<file path="src/rtl/wa_pkg.sv">
// Package: shared types for the word aligner.
// Assumes: the mode input is a single bit, 0 selecting pattern search.
package wa_pkg;
    typedef enum logic {
        MODE_PATTERN = 1'b0,
        MODE_SLIP    = 1'b1
    } align_mode_e;
endpackage

</file>
<file path="src/rtl/wa_window_search.sv">
// Module: holds the previous word and compares every slice of the two-word
// window with the alignment pattern. It registers both the window and the
// per-offset match vector.
// Assumes: slice k is window[k +: WORD_W], with the newest word in the low half.
module wa_window_search #(
    parameter int WORD_W = 10
) (
    input  logic                clk,
    input  logic                rst_n,
    input  logic [WORD_W-1:0]   raw_word,
    input  logic [WORD_W-1:0]   align_pat,
    output logic [2*WORD_W-1:0] win_q,
    output logic [WORD_W-1:0]   hit_q
);
    localparam int WIN_W = 2 * WORD_W;

    logic [WORD_W-1:0] prev_q;
    logic [WIN_W-1:0]  window;
    logic [WORD_W-1:0] hit_now;

    // Purpose: form the window from the stored word and the incoming word.
    always_comb begin
        window = {prev_q, raw_word};
    end

    // Purpose: one comparator per bit offset.
    for (genvar k = 0; k < WORD_W; k++) begin : g_cmp
        always_comb begin
            hit_now[k] = (window[k +: WORD_W] == align_pat);
        end
    end

    // Purpose: register the previous word, the window and the match vector.
    always_ff @(posedge clk) begin
        if (!rst_n) begin
            prev_q <= '0;
            win_q  <= '0;
            hit_q  <= '0;
        end else begin
            prev_q <= raw_word;
            win_q  <= window;
            hit_q  <= hit_now;
        end
    end
endmodule

</file>
<file path="src/rtl/wa_offset_ctrl.sv">
// Module: chooses the boundary offset for each output word. It handles slip
// edges, adoption of a new boundary, and the lock flag.
// Assumes: hit_q is aligned with the window being output this cycle.
module wa_offset_ctrl
    import wa_pkg::*;
#(
    parameter int WORD_W = 10,
    parameter int OFF_W  = $clog2(WORD_W)
) (
    input  logic              clk,
    input  logic              rst_n,
    input  logic [WORD_W-1:0] hit_q,
    input  align_mode_e       mode,
    input  logic              realign_en,
    input  logic              slip_req,
    output logic [OFF_W-1:0]  off_q,
    output logic [OFF_W-1:0]  off_next,
    output logic              locked_next,
    output logic              adopt_mode
);
    localparam logic [OFF_W-1:0] LAST_OFF = OFF_W'(WORD_W - 1);

    logic             slip_d;
    logic             slip_rise;
    logic             locked_q;
    logic [OFF_W-1:0] lowest_hit;

    // Purpose: detect a rising edge on the slip request.
    always_comb begin
        slip_rise = slip_req & ~slip_d;
    end

    // Purpose: find the lowest-numbered matching offset.
    always_comb begin
        lowest_hit = '0;
        for (int i = WORD_W - 1; i >= 0; i--) begin
            if (hit_q[i]) lowest_hit = OFF_W'(i);
        end
    end

    // Purpose: decide the offset used for this output word.
    always_comb begin
        adopt_mode = (mode == MODE_PATTERN) && realign_en;
        off_next   = off_q;
        if (mode == MODE_SLIP) begin
            if (slip_rise) off_next = (off_q == LAST_OFF) ? '0 : off_q + 1'b1;
        end else if (realign_en && (|hit_q) && !hit_q[off_q]) begin
            off_next = lowest_hit;
        end
    end

    // Purpose: next value of the lock flag.
    always_comb begin
        locked_next = locked_q;
        if (mode == MODE_SLIP && slip_rise) locked_next = 1'b0;
        else if (adopt_mode && hit_q[off_next]) locked_next = 1'b1;
    end

    // Purpose: hold the offset, the slip history and the lock flag.
    always_ff @(posedge clk) begin
        if (!rst_n) begin
            off_q    <= '0;
            slip_d   <= 1'b0;
            locked_q <= 1'b0;
        end else begin
            off_q    <= off_next;
            slip_d   <= slip_req;
            locked_q <= locked_next;
        end
    end
endmodule

</file>
<file path="src/rtl/wa_out_stage.sv">
// Module: extracts the selected slice and registers the aligned word, the
// pattern-detect pulse and the status flag.
// Assumes: off_next is below WORD_W.
module wa_out_stage #(
    parameter int WORD_W = 10,
    parameter int OFF_W  = $clog2(WORD_W)
) (
    input  logic                clk,
    input  logic                rst_n,
    input  logic [2*WORD_W-1:0] win_q,
    input  logic [WORD_W-1:0]   hit_q,
    input  logic [OFF_W-1:0]    off_next,
    input  logic                locked_next,
    input  logic                adopt_mode,
    output logic [WORD_W-1:0]   aligned_word,
    output logic                pat_det,
    output logic                status
);
    logic [WORD_W-1:0] slice;
    logic [WORD_W-1:0] sel_mask;
    logic              other_hit;

    // Purpose: select the slice and build a one-hot mask of the chosen offset.
    always_comb begin
        slice    = '0;
        sel_mask = '0;
        for (int i = 0; i < WORD_W; i++) begin
            if (off_next == OFF_W'(i)) begin
                slice       = win_q[i +: WORD_W];
                sel_mask[i] = 1'b1;
            end
        end
        other_hit = |(hit_q & ~sel_mask);
    end

    // Purpose: register the outputs.
    always_ff @(posedge clk) begin
        if (!rst_n) begin
            aligned_word <= '0;
            pat_det      <= 1'b0;
            status       <= 1'b0;
        end else begin
            aligned_word <= slice;
            pat_det      <= |(hit_q & sel_mask);
            status       <= adopt_mode ? locked_next : other_hit;
        end
    end
endmodule

</file>
<file path="src/rtl/word_aligner.sv">
// Module: top of the word aligner. Search stage, offset control and
// output stage. The latency is two edges from the newest word.
// Assumes: raw_word carries bits MSB-first in time, one word per clock.
module word_aligner
    import wa_pkg::*;
#(
    parameter int WORD_W = 10
) (
    input  logic              clk,
    input  logic              rst_n,
    input  logic [WORD_W-1:0] raw_word,
    input  logic [WORD_W-1:0] align_pat,
    input  logic              slip_mode,
    input  logic              realign_en,
    input  logic              slip_req,
    output logic [WORD_W-1:0] aligned_word,
    output logic              pat_det,
    output logic              status
);
    localparam int OFF_W = $clog2(WORD_W);
    localparam int WIN_W = 2 * WORD_W;

    logic [WIN_W-1:0]  win_q;
    logic [WORD_W-1:0] hit_q;
    logic [OFF_W-1:0]  cur_off;
    logic [OFF_W-1:0]  off_next;
    logic              locked_next;
    logic              adopt_mode;
    align_mode_e       mode;

    // Purpose: map the mode pin onto the enumerated type.
    always_comb begin
        mode = align_mode_e'(slip_mode);
    end

    wa_window_search #(.WORD_W(WORD_W)) u_search (
        .clk       (clk),
        .rst_n     (rst_n),
        .raw_word  (raw_word),
        .align_pat (align_pat),
        .win_q     (win_q),
        .hit_q     (hit_q)
    );

    wa_offset_ctrl #(.WORD_W(WORD_W), .OFF_W(OFF_W)) u_ctrl (
        .clk         (clk),
        .rst_n       (rst_n),
        .hit_q       (hit_q),
        .mode        (mode),
        .realign_en  (realign_en),
        .slip_req    (slip_req),
        .off_q       (cur_off),
        .off_next    (off_next),
        .locked_next (locked_next),
        .adopt_mode  (adopt_mode)
    );

    wa_out_stage #(.WORD_W(WORD_W), .OFF_W(OFF_W)) u_out (
        .clk          (clk),
        .rst_n        (rst_n),
        .win_q        (win_q),
        .hit_q        (hit_q),
        .off_next     (off_next),
        .locked_next  (locked_next),
        .adopt_mode   (adopt_mode),
        .aligned_word (aligned_word),
        .pat_det      (pat_det),
        .status       (status)
    );
endmodule

</file>
<file path="config.mk">
export PLATFORM = sky130hd
export DESIGN_NAME = word_aligner
export DESIGN_NICKNAME = d
export VERILOG_FILES = /design/src/rtl/wa_pkg.sv /design/src/rtl/wa_window_search.sv /design/src/rtl/wa_offset_ctrl.sv /design/src/rtl/wa_out_stage.sv /design/src/rtl/word_aligner.sv
export SDC_FILE = /design/constraint.sdc
export NUM_CORES = 1
export LEC_CHECK = 0
export ABC_AREA = 1
export CAP_MARGIN = 20
export CORE_UTILIZATION = 60
export DETAILED_ROUTE_END_ITERATION = 7
export GPL_ROUTABILITY_DRIVEN = 0
export PLACE_DENSITY_LB_ADDON = 0.15
export SLEW_MARGIN = 10
export SYNTH_ARGS = -nofsm -noshare
export SYNTH_HDL_FRONTEND = slang
export SYNTH_HIERARCHICAL = 1
export SYNTH_SLANG_ARGS = --single-unit
</file>
<file path="constraint.sdc">
create_clock -name clk -period 7.37 [get_ports clk]
set_clock_uncertainty 0.2 [all_clocks]
set_input_delay 1.1055 -clock clk [delete_from_list [all_inputs] [get_ports clk]]
set_output_delay 1.1055 -clock clk [all_outputs]
set_load 0.02 [all_outputs]
</file>
==> Yosys cells after proc, flatten, opt, wreduce, memory -nomap -nowiden <==
Index checks and enable logic that the tools add are counted.
{ "word_totals": {"register_bits": 56, "latch_bits": 0, "mem_bits_rw": 0, "mem_bits_ro": 0, "input_bits": 25, "word_cells": 89, "n_memories": 0} }
{ "op_classes": {"addsub": 1, "mul": 0, "div_mod_pow": 0, "n_lt_le_gt_ge": 2, "eq_ne": 20, "shift": 0, "n_mux": 41, "n_bitwise": 6, "n_reduce_logical": 10} }
{ "ops": {"columns": ["op", "n"], "rows": [
  ["$eq A10 B10 Y1", 10],
  ["$mux W10", 10],
  ["$mux W4", 14],
  ["$reduce_or A10 Y1", 3],
  ["$and A10 B10 Y10", 2],
  ["$eq A4 B3 Y1 const B", 4],
  ["$mux W1", 15],
  ["$eq A4 B4 Y1 const B", 3],
  ["$lt A4 B5 Y1 const B", 2],
  ["$not A10 Y10", 1],
  ["$bmux W1 S4", 2],
  ["$eq A4 B2 Y1 const B", 2],
  ["$logic_and A1 B1 Y1", 5],
  ["$add A4 B1 Y4 const B", 1],
  ["$eq A4 B1 Y1 const B", 1],
  ["$logic_not A4 Y1", 1],
  ["$not A1 Y1", 2],
  ["$and A1 B1 Y1", 1],
  ["$logic_not A1 Y1", 1]
]} }

==> Logic depth before layout (Yosys ltp) <==
Gate-level depths: netlist of run 1.
{ "depth": {"word_depth": 23, "ltp_mapped": 25, "ltp_nobuf": 25} }

==> Hierarchy <==
Netlist of run 1, hierarchy kept.
{ "modules_own_cells": {"columns": ["mod", "instances", "cells_per_inst", "area_each_um2", "seq_area_each_um2"], "rows": [
  ["wa_window_search", 1, 444, 2494.9, 600.6],
  ["wa_out_stage", 1, 290, 1535.2, 240.2],
  ["wa_offset_ctrl", 1, 146, 827.0, 120.1]
]} }

==> Least setup slack after synthesis of run 1 <==
No wires, ideal clock.
{ "synth_timing": {"kind": "input to register", "startpoint": "input port slip_req", "endpoint": "register u_out.aligned_word[2]", "t_arrival_ns": 2.978, "required_ns": 7.061, "path_slack_ns": 4.084, "stages": 16, "path_buffers": 1, "path_cell_list": "inv_1 -> nor2_1 -> inv_1 -> a21oi_1 -> o211ai_1 -> a32oi_1 -> inv_2 -> nand2_4 -> nor2_1 -> buf_4 -> a21oi_1 -> nand3_1 -> nand2_1 -> nand4_1 -> nand2_1 -> inv_1"} }
{ "synth_between": {"elab_chain_cells": 14, "word_cells_on_any_way": 23, "classes_between": "9 x eq/ne; 12 x mux; 1 x bitwise; 1 x reduce/logical"} }
{ "synth_rtl": {"columns": ["item", "line_no", "source"], "rows": [
  ["start: declaration", "word_aligner.sv:15", "input logic slip_req,"],
  ["$and A1 B1 Y1 *", "wa_offset_ctrl.sv:30", "slip_rise = slip_req & ~slip_d;"],
  ["$mux W4 *", "wa_offset_ctrl.sv:46", "if (slip_rise) off_next = (off_q == LAST_OFF) ? '0 : off_q + 1'b1;"],
  ["$mux W4 *", "wa_offset_ctrl.sv:45", "if (mode == MODE_SLIP) begin"],
  ["via off_next[3]", "word_aligner.sv:26", "logic [OFF_W-1:0] off_next;"],
  ["$logic_not A4 Y1", "wa_out_stage.sv:28", "if (off_next == OFF_W'(i)) begin"],
  ["$mux W10 (9 in series)", "wa_out_stage.sv:28", null],
  ["$mux W10 *", "wa_out_stage.sv:28", null],
  ["end signal: assignment", "wa_out_stage.sv:43", "aligned_word <= slice;"],
  ["end: declaration", "wa_out_stage.sv:15", "output logic [WORD_W-1:0] aligned_word,"]
]} }
The timed path passes the listed nets; every way through them passes the cells marked *.
A chain may end at the register's enable or synchronous reset.

==> Worst setup path in the final report of run 1 <==
{ "layout_timing": {"startpoint": "input port slip_req", "endpoint": "register u_out.aligned_word[1]"} }
The elaborated chain is that of the path after synthesis.

==> results of run 1 <==
worst max path at each step:
stage,cells after the start,slack (ns),to,from
floorplan,16,4.08,u_out/aligned_word[2],slip_req
global placement,16,3.22,u_out/aligned_word[5],slip_req
detailed placement,15,3.08,u_out/pat_det,slip_req
CTS,15,3.39,u_out/aligned_word[1],slip_req
global route,15,2.98,u_out/aligned_word[1],slip_req
finish,14,3.31,u_out/aligned_word[1],slip_req
cell usage in the layout, fill, tap and decap left out, drive strengths merged:
master	count
a21oi	34
clkbuf	5
nand3	80
bufinv	2
dfxtp	47
a32o	1
inv	151
a32oi	1
nand2	353
nand4	12
clkinv	3
xnor2	39
o211ai	1
o22ai	2
a21boi	1
clkdlybuf4s50	36
buf	1
a31oi	1
nor2	81
o21ai	27
nor3	2
worst max-delay path: stages:
cell and delay, ns:
clkdlybuf4s50_1 0.47, inv_1 0.04, nor2_1 0.28, nand2_1 0.16
a32o_1 0.26, nand2_1 0.07, o21ai_2 0.15, nor2_1 0.72
nand2_1 0.20, inv_1 0.29, a21oi_1 0.15, nand4_1 0.12
nand2_1 0.06, inv_1 0.04
per-layer routing:
layer	wire length, um	track usage, %
met4	551	17.7
met5	0	0
met1	5290	39.2
met2	6210	58.1
met3	1420	3.90
registers in the layout, indices dropped and copies added, names as in the netlist:
register	count
u_search/hit_q	10
u_out/pat_det	1
u_search/win_q	19
u_ctrl/slip_d	1
u_ctrl/locked_q	1
u_out/status	1
u_ctrl/off_q	4
u_out/aligned_word	10
where the power goes:
group          switching [W]  leakage (nW)  total (W)  internal, W
clock              0.0000957        0.0703   0.000233     0.000138
combinational       0.000142          2.22   0.000224    0.0000827
sequential         0.0000204         0.385   0.000287     0.000266
layout make-up:
| class | instances | area, sq um | share of cell area (%) |
|---|---|---|---|
| inverter | 153 | 577 | 11.2 |
| tap | 102 | 128 | 2.48 |
| clock buffer | 5 | 68.8 | 1.34 |
| clock inverter | 3 | 71.3 | 1.39 |
| sequential | 47 | 941 | 18.3 |
| multi-input combinational | 635 | 2990 | 58.1 |
| timing repair buffer | 37 | 368 | 7.16 |
through the flow:
stage	std cells	total power, W
after floorplan	877	0.000461
after global placement	974	0.000506
after detailed placement	974	0.000511
after CTS	982	0.000741
after global routing	982	0.000784
final	982	0.000745
==> flow_metrics.env, run 1 <==
export IMPL_status="finished, final reports clean"
export IMPL_h_tree_depth=2
export IMPL_tightest_slew_ns=0.915
export IMPL_grt_pass1_wl_um=22800
export IMPL_synth_cells=877
export IMPL_initial_core_util_pct=62.2
export IMPL_rsz0062_at_grt="no"
export IMPL_ys_warn_count=6
export IMPL_period_minus_slack_ns=4.06
export IMPL_overflow=0
export IMPL_worstSetupStartpointType="input pin"
export IMPL_cp_required_ns=7.44
export IMPL_worst_hold_path_type="reg -> reg"
export IMPL_cts_resized=0
export IMPL_fmax_mhz=246
export IMPL_syn_to_final_growth_pct=6.40
export IMPL_clockBufferDepth=2
export IMPL_place_ws_ns=3.08
export IMPL_grt_usage_pct=33.1
export IMPL_drv_cap=0
export IMPL_layout_nets=904
export IMPL_drt_antenna_violating_nets=0
export IMPL_rows=32
export IMPL_ctsRootBufferMaster="clkbuf_8"
export IMPL_p_per_area_nw_per_um2=145
export IMPL_antenna_cells=0
export IMPL_synthesis_area_sq_um=4830
export IMPL_dieWidth_um=91.7
export IMPL_clock_latency_ns=0.31
export IMPL_reg2reg_from="u_ctrl/off_q[0]"
export IMPL_whs_endpoint="u_ctrl/locked_q"
export IMPL_hold_path_startpoint="u_ctrl/locked_q"
export IMPL_drv_slew=0
export IMPL_finalInstanceArea_sq_um=5140
export IMPL_drive_above_1_share_pct=8.07
export IMPL_rrSetupSlack_ns=3.91
export IMPL_antenna_found_initial=0
export IMPL_post_cts_buffers=0
export IMPL_first_iter_violations=490
export IMPL_path_class="in -> reg"
export IMPL_cts_sinks=47
export IMPL_postCtsHoldBufs=0
export IMPL_regToRegEndpoint="u_out/aligned_word[1]"
export IMPL_holdPathStages=4
export IMPL_first_pass_iters=7
export IMPL_fin_crit_sh_pct=55.1
export IMPL_die_area_sq_um=8410
export IMPL_reg2reg_depth=18
export IMPL_place_detailed_hpwl_um=9520
export IMPL_finalSetupTns_ns=0
export IMPL_p_leak_nw=2.67
export IMPL_hold_viol=0
export IMPL_arrival_ns=4.13
export IMPL_final_util_pct=66.2
export IMPL_worst_ir_drop_vdd_mv=0.0681
export IMPL_endpoint_kind="flip-flop"
export IMPL_synth_area_per_cell_sq_um=5.51
export IMPL_post_route_drc_count=0
export IMPL_grt_pass1_vias=5013
export IMPL_cts_clk_slew_worst_paths_ns=0.10
export IMPL_wl_per_cell_um=13.7
export IMPL_maxSlewHeadroom_pct=38.8
export IMPL_worst_slack_ns=3.31
export IMPL_cts_made_buffers=5
export IMPL_fill_cells=733
export IMPL_num_vias=5393
export IMPL_core_sq_um=7770
export IMPL_setup_viol=0
export IMPL_io_pins=37
export IMPL_dpl_cell_area_sq_um=5000
export IMPL_drt_wl_total_um=13500
export IMPL_crit_fanout=13
export IMPL_via_per_inst=5.49
export IMPL_fp_dieH_um=91.7
export IMPL_grt_max_degree=35
export IMPL_port_buffers=36
export IMPL_cts_tree="built"
export IMPL_whs_ns=0.345
export IMPL_syn_nets=902
No activity file was read; power rests on OpenSTA's default activity.
==> run 2: changes to the inputs <==
clock period = 4.1 ns   (was 7.37 ns; I/O delays follow)
==> run 2 against run 1 <==
Net effect: routed wire length increased by 1.4%; combinational power grew 82%; non-clock buffer count increased by 5; worst setup slack got worse by 2.5 ns; clock power up 80%; critical path type is now reg -> reg; largest power group unchanged.
==> flow_metrics.env, run 2 (synthesized netlist as in run 1, its figures left out) <==
export IMPL_status="finished, final reports clean"
export IMPL_first_pass_iters=5
export IMPL_p_sw_w=0.000463
export IMPL_drv_cap=0
export IMPL_whs_ns=0.332
export IMPL_p_int_w=0.000880
export IMPL_fill_cells=738
export IMPL_antenna_found_initial=0
export IMPL_top_regs="u_search/win_q x19, u_out/aligned_word x10, u_search/hit_q x10"
export IMPL_cts_tree="built"
export IMPL_arrival_ns=3.32
export IMPL_core_sq_um=7770
export IMPL_seq_area_sq_um=941
export IMPL_fin_crit_sh_pct=80.5
export IMPL_antenna_cells=0
export IMPL_finalSetupTns_ns=0
export IMPL_pwr_share_clk_pct=31.2
export IMPL_initial_core_util_pct=62.2
export IMPL_place_detailed_hpwl_um=9790
export IMPL_hold_viol=0
export IMPL_largest_register="u_search/win_q"
export IMPL_p_per_area_nw_per_um2=259
export IMPL_rows=32
export IMPL_post_route_drc_count=0
export IMPL_cts_clk_slew_worst_paths_ns=0.09
export IMPL_wl_per_cell_um=13.8
export IMPL_cp_required_ns=4.12
export IMPL_pwr_share_seq_pct=38.4
export IMPL_drive_above_1_share_pct=8.59
export IMPL_largest_reg_flops=19
export IMPL_clockBufferDepth=2
export IMPL_via_per_inst=5.41
export IMPL_postCtsHoldBufs=0
export IMPL_path_class="reg -> reg"
export IMPL_cts_made_buffers=5
export IMPL_num_vias=5338
export IMPL_setup_viol=0
export IMPL_final_cell_mix="nand2_1, inv_1, nand3_1, nor2_1, dfxtp_1"
export IMPL_port_buffers=36
export IMPL_p_sw_share_pct=34.5
export IMPL_grt_max_degree=29
export IMPL_reg2reg_depth=17
export IMPL_die_area_sq_um=8410
export IMPL_rsz0062_at_grt="no"
export IMPL_layout_nets=909
export IMPL_drt_antenna_violating_nets=0
export IMPL_first_iter_violations=452
export IMPL_grt_pass1_vias=4688
export IMPL_io_pins=37
export IMPL_layout_commonest_cell="nand2_1"
export IMPL_multi_input_area_sq_um=2990
export IMPL_fmax_mhz=303
export IMPL_worstSetupStartpointType="flip-flop"
export IMPL_holdPathStages=4
export IMPL_syn_to_final_growth_pct=7.18
export IMPL_drv_slew=0
export IMPL_h_tree_depth=2
export IMPL_endpoint_kind="flip-flop"
export IMPL_worst_hold_path_type="reg -> reg"
export IMPL_worst_ir_drop_vdd_mv=0.147
export IMPL_comb_power_share_pct=30.4
export IMPL_overflow=0
export IMPL_ctsRootBufferMaster="clkbuf_8"
export IMPL_grt_usage_pct=33.1
export IMPL_cts_resized=0
export IMPL_tightest_slew_ns=0.666
export IMPL_fp_dieH_um=91.7
export IMPL_maxSlewHeadroom_pct=55.4
export IMPL_clock_latency_ns=0.31
export IMPL_period_minus_slack_ns=3.30
export IMPL_crit_fanout=28
export IMPL_drt_wl_total_um=13700
export IMPL_dieWidth_um=91.7
export IMPL_cts_sinks=47
export IMPL_p_leak_nw=2.70
export IMPL_post_cts_buffers=0
export IMPL_grt_pass1_wl_um=22600
-- run 2: area by class of cell --
class / count / share of cell area [%]
inverters: 153 / 11.1
clock inverters: 3 / 1.38
well taps: 102 / 2.47
repair buffers: 42 / 7.83
multi-input cells: 635 / 57.7
flip-flops and latches: 47 / 18.2
clock buffers: 5 / 1.33
-- run 2: per-stage QoR --
stage | power [W] | setup WS, ns | util, % | area, sq um | cells
floorplan | 0.000828 | 1.30 | - | 4830 | 877
global placement | 0.000915 | 0.751 | 64.8 | 5040 | 979
detailed placement | 0.000923 | 0.596 | 64.8 | 5040 | 979
CTS | 0.00134 | 0.841 | 66.6 | 5180 | 987
global route | 0.00141 | 0.519 | 66.6 | 5180 | 987
finish | 0.00134 | 0.798 | 66.6 | 5180 | 987
-- run 2: worst paths after layout --
kind | end | slack [ns] | start
worst max-delay path | u_out/status | 0.80 | u_ctrl/off_q[0]
worst min-delay path | u_ctrl/locked_q | 0.33 | u_ctrl/locked_q
worst max register to register | u_out/status | 0.80 | u_ctrl/off_q[0]
worst min register to register | u_ctrl/locked_q | 0.33 | u_ctrl/locked_q
-- run 2: layer usage --
metal  up-vias  track usage (%)  part of all wire (%)
met3        50             3.81                   8.9
met4         0             15.5                   3.6
met5         -                0                     0
li1       2655                -                     -
met1      2320             41.0                    40
met2       313             57.3                    47
-- run 2: critical path, stage by stage, from the launching register on --
cell	delay, ns
dfxtp_1	0.60
inv_2	0.16
nand2_1	0.09
nand2_1	0.05
nand2_1	0.08
nand2_2	0.07
nor2_4	0.10
nand3_4	0.12
o21ai_1	0.22
nand2_2	0.19
nor2_4	0.48
nand3_1	0.25
inv_2	0.23
o21ai_1	0.08
nor2_1	0.08
nand3_1	0.08
nand3_1	0.08
inv_1	0.04
-- run 2: power by group through the flow --
| stage | clock network [W] | registers, W | logic [W] |
|---|---|---|---|
| 3_3_place_gp | 0 | 0.000525 | 0.000390 |
| 2_1_floorplan | 0 | 0.000515 | 0.000313 |
| 3_5_place_dp | 0 | 0.000525 | 0.000398 |
| 6_report | 0.000419 | 0.000516 | 0.000408 |
| 4_1_cts | 0.000424 | 0.000514 | 0.000401 |
| 5_1_grt | 0.000444 | 0.000518 | 0.000453 |
==> run 3: changes to the inputs <==
CORE_UTILIZATION = 54   (was 60)
clock period = 2.8 ns   (was 4.1 ns; I/O delays follow)
==> run 3 against run 2 <==
Net effect: design area increased by 16%; critical path depth increased by 5; final cell count increased by 8.0%; non-clock buffer count increased by 73; die area increased by 11%; sequential share of layout area decreased by 2.3 points; via count increased by 8.0%; first-iteration DRC count decreased by 0.22%; combinational power increased by 83%; critical path type unchanged; largest cell class unchanged; largest power group unchanged.
==> flow_metrics.env, run 3 (synthesized netlist as in run 1, its figures left out) <==
export IMPL_comb_power_share_pct=38.3
export IMPL_first_pass_iters=6
export IMPL_num_vias=5763
export IMPL_crit_family="simple AND/OR/NAND/NOR gates"
export IMPL_syn_to_final_growth_pct=23.9
export IMPL_layout_commonest_cell="nand2_1"
export IMPL_port_buffers=36
export IMPL_crit_top_cell="nand2_1"
export IMPL_drv_cap=0
export IMPL_finalSetupTns_ns=0
export IMPL_critPathMaxStageDelay_ns=0.44
export IMPL_setup_viol=0
export IMPL_clock_latency_ns=0.31
export IMPL_hold_viol=0
export IMPL_wl_per_cell_um=14.3
export IMPL_worst_ir_drop_vdd_mv=0.176
export IMPL_first_iter_violations=451
export IMPL_crit_fanout=8
export IMPL_status="finished, final reports clean"
export IMPL_ctsRootBufferMaster="clkbuf_8"
export IMPL_fp_dieH_um=96.6
export IMPL_cpMaxStageDelayCell="dfxtp_4"
export IMPL_power_w=0.00195
export IMPL_largest_reg_flops=19
export IMPL_overflow=0
export IMPL_path_class="reg -> reg"
export IMPL_cts_clk_slew_worst_paths_ns=0.10
export IMPL_io_pins=37
export IMPL_fin_crit_sh_pct=97.9
export IMPL_initial_core_util_pct=55.7
export IMPL_endpoint_kind="flip-flop"
export IMPL_maxSlewHeadroom_pct=52.8
export IMPL_rsz0062_at_grt="yes"
export IMPL_largest_register="u_search/win_q"
export IMPL_worst_slack_ns=0.0593
export IMPL_grt_pass1_vias=4954
export IMPL_pwr_share_seq_pct=38.6
export IMPL_worstSetupStartpointType="flip-flop"
export IMPL_drt_wl_total_um=15300
export IMPL_p_leak_nw=3.13
export IMPL_p_sw_w=0.000739
export IMPL_core_sq_um=8680
export IMPL_antenna_cells=0
export IMPL_top_regs="u_search/win_q x19, u_out/aligned_word x10, u_search/hit_q x10"
export IMPL_cts_made_buffers=5
export IMPL_postCtsHoldBufs=0
export IMPL_place_ws_ns=-0.226
export IMPL_whs_ns=0.346
export IMPL_drive_above_1_share_pct=19.4
export IMPL_cp_num_buf_inv=7
export IMPL_path_cells="buf_6 -> nand2_1 -> nand3_1 -> nand2_2 -> nand2_2 -> nand3_4 -> buf_12 -> inv_4 -> nand2_2 -> a32oi_1 -> buf_4 -> nor2_4 -> buf_12 -> clkbuf_16 -> nand3_1 -> nand2_1 -> nor2_1 -> nand3_1 -> nand2_1 -> nand4_1 -> nand2_1 -> inv_1"
export IMPL_place_detailed_hpwl_um=10600
export IMPL_cp_required_ns=2.82
export IMPL_final_cell_mix="nand2_1, inv_1, nand3_1, buf_4, nor2_1"
export IMPL_period_minus_slack_ns=2.74
export IMPL_fmax_mhz=365
export IMPL_reg2reg_depth=22
export IMPL_arrival_ns=2.76
export IMPL_h_tree_depth=2
export IMPL_rows=34
export IMPL_dieWidth_um=96.6
export IMPL_tightest_slew_ns=0.707
export IMPL_layout_nets=982
export IMPL_hold_path_startpoint="u_search/win_q[18]"
export IMPL_final_util_pct=69.0
export IMPL_grt_max_degree=34
export IMPL_p_sw_share_pct=37.9
export IMPL_cts_tree="built"
export IMPL_reg2reg_from="u_ctrl/off_q[0]"
export IMPL_regToRegEndpoint="u_out/aligned_word[2]"
export IMPL_cts_sinks=47
export IMPL_die_area_sq_um=9330
export IMPL_grt_pass1_wl_um=23400
export IMPL_rrSetupSlack_ns=0.06
export IMPL_p_int_w=0.00121
export IMPL_clockBufferDepth=2
export IMPL_post_route_drc_count=0
export IMPL_holdPathStages=4
export IMPL_worst_hold_path_type="reg -> reg"
export IMPL_antenna_found_initial=0
export IMPL_via_per_inst=5.41
export IMPL_p_per_area_nw_per_um2=326
export IMPL_drt_antenna_violating_nets=0
export IMPL_grt_usage_pct=31.8
export IMPL_pwr_share_clk_pct=23.1
export IMPL_whs_endpoint="u_out/aligned_word[9]"
export IMPL_drv_slew=0
==> run 3: metal layers <==
metal	routed length (um)	up-vias	GRT usage (%)
li1	-	2802	-
met1	6080	2558	39.8
met2	7310	338	55.3
met3	1420	65	4.15
met4	483	0	12.1
met5	0	-	0
==> run 3: worst reg2reg max path: cells and delay by family, from the launching register on <==
family / cells / cell delay (ns)
AO/OA/AOI/OAI: 1 / 0.15
buffers and inverters: 7 / 0.82
AND/OR/NAND/NOR: 14 / 1.06
flip-flops: 1 / 0.44
==> run 3: timing repair <==
item	in CTS	in global routing
resized for setup	2	56
pin swaps	0	19
endpoints found under the setup margin	12	12
gates cloned	0	3
setup buffers	0	10
==> run 3: final cells by class <==
| cell class | instances | area (sq um) |
|---|---|---|
| Timing Repair Buffer | 115 | 1110 |
| Sequential cell | 47 | 948 |
| Fill cell | 755 | 2690 |
| Tap cell | 108 | 135 |
| Clock inverter | 3 | 27.5 |
| Multi-Input combinational cell | 635 | 3110 |
| Clock buffer | 5 | 68.8 |
| Inverter | 153 | 589 |
==> run 3: through the flow <==
| stage | std cells | area (sq um) |
|---|---|---|
| floorplan | 877 | 4830 |
| global placement | 1045 | 5560 |
| detailed placement | 1045 | 5560 |
| CTS | 1053 | 5660 |
| global route | 1066 | 5980 |
| finish | 1066 | 5980 |
==> run 3: power by group through the flow <==
stage          logic (W)  registers, W  clock network [W]
2_1_floorplan   0.000458      0.000754                  0
3_3_place_gp    0.000650      0.000763                  0
3_5_place_dp    0.000661      0.000764                  0
4_1_cts         0.000664      0.000749           0.000461
5_1_grt         0.000818      0.000758           0.000482
6_report        0.000747      0.000754           0.000451
==> run 3: worst max-delay path by stage <==
stage / start / endpoint / slack, ns / cells after the start
floorplan: u_ctrl/off_q[0] / u_out/aligned_word[2] / 0.20 / 20
global placement: realign_en / u_out/aligned_word[9] / -0.19 / 16
detailed placement: slip_req / u_out/aligned_word[9] / -0.23 / 16
CTS: u_ctrl/off_q[0] / u_out/aligned_word[4] / 0.008 / 21
global route: u_ctrl/off_q[2] / u_out/aligned_word[0] / -0.09 / 20
finish: u_ctrl/off_q[0] / u_out/aligned_word[2] / 0.06 / 22
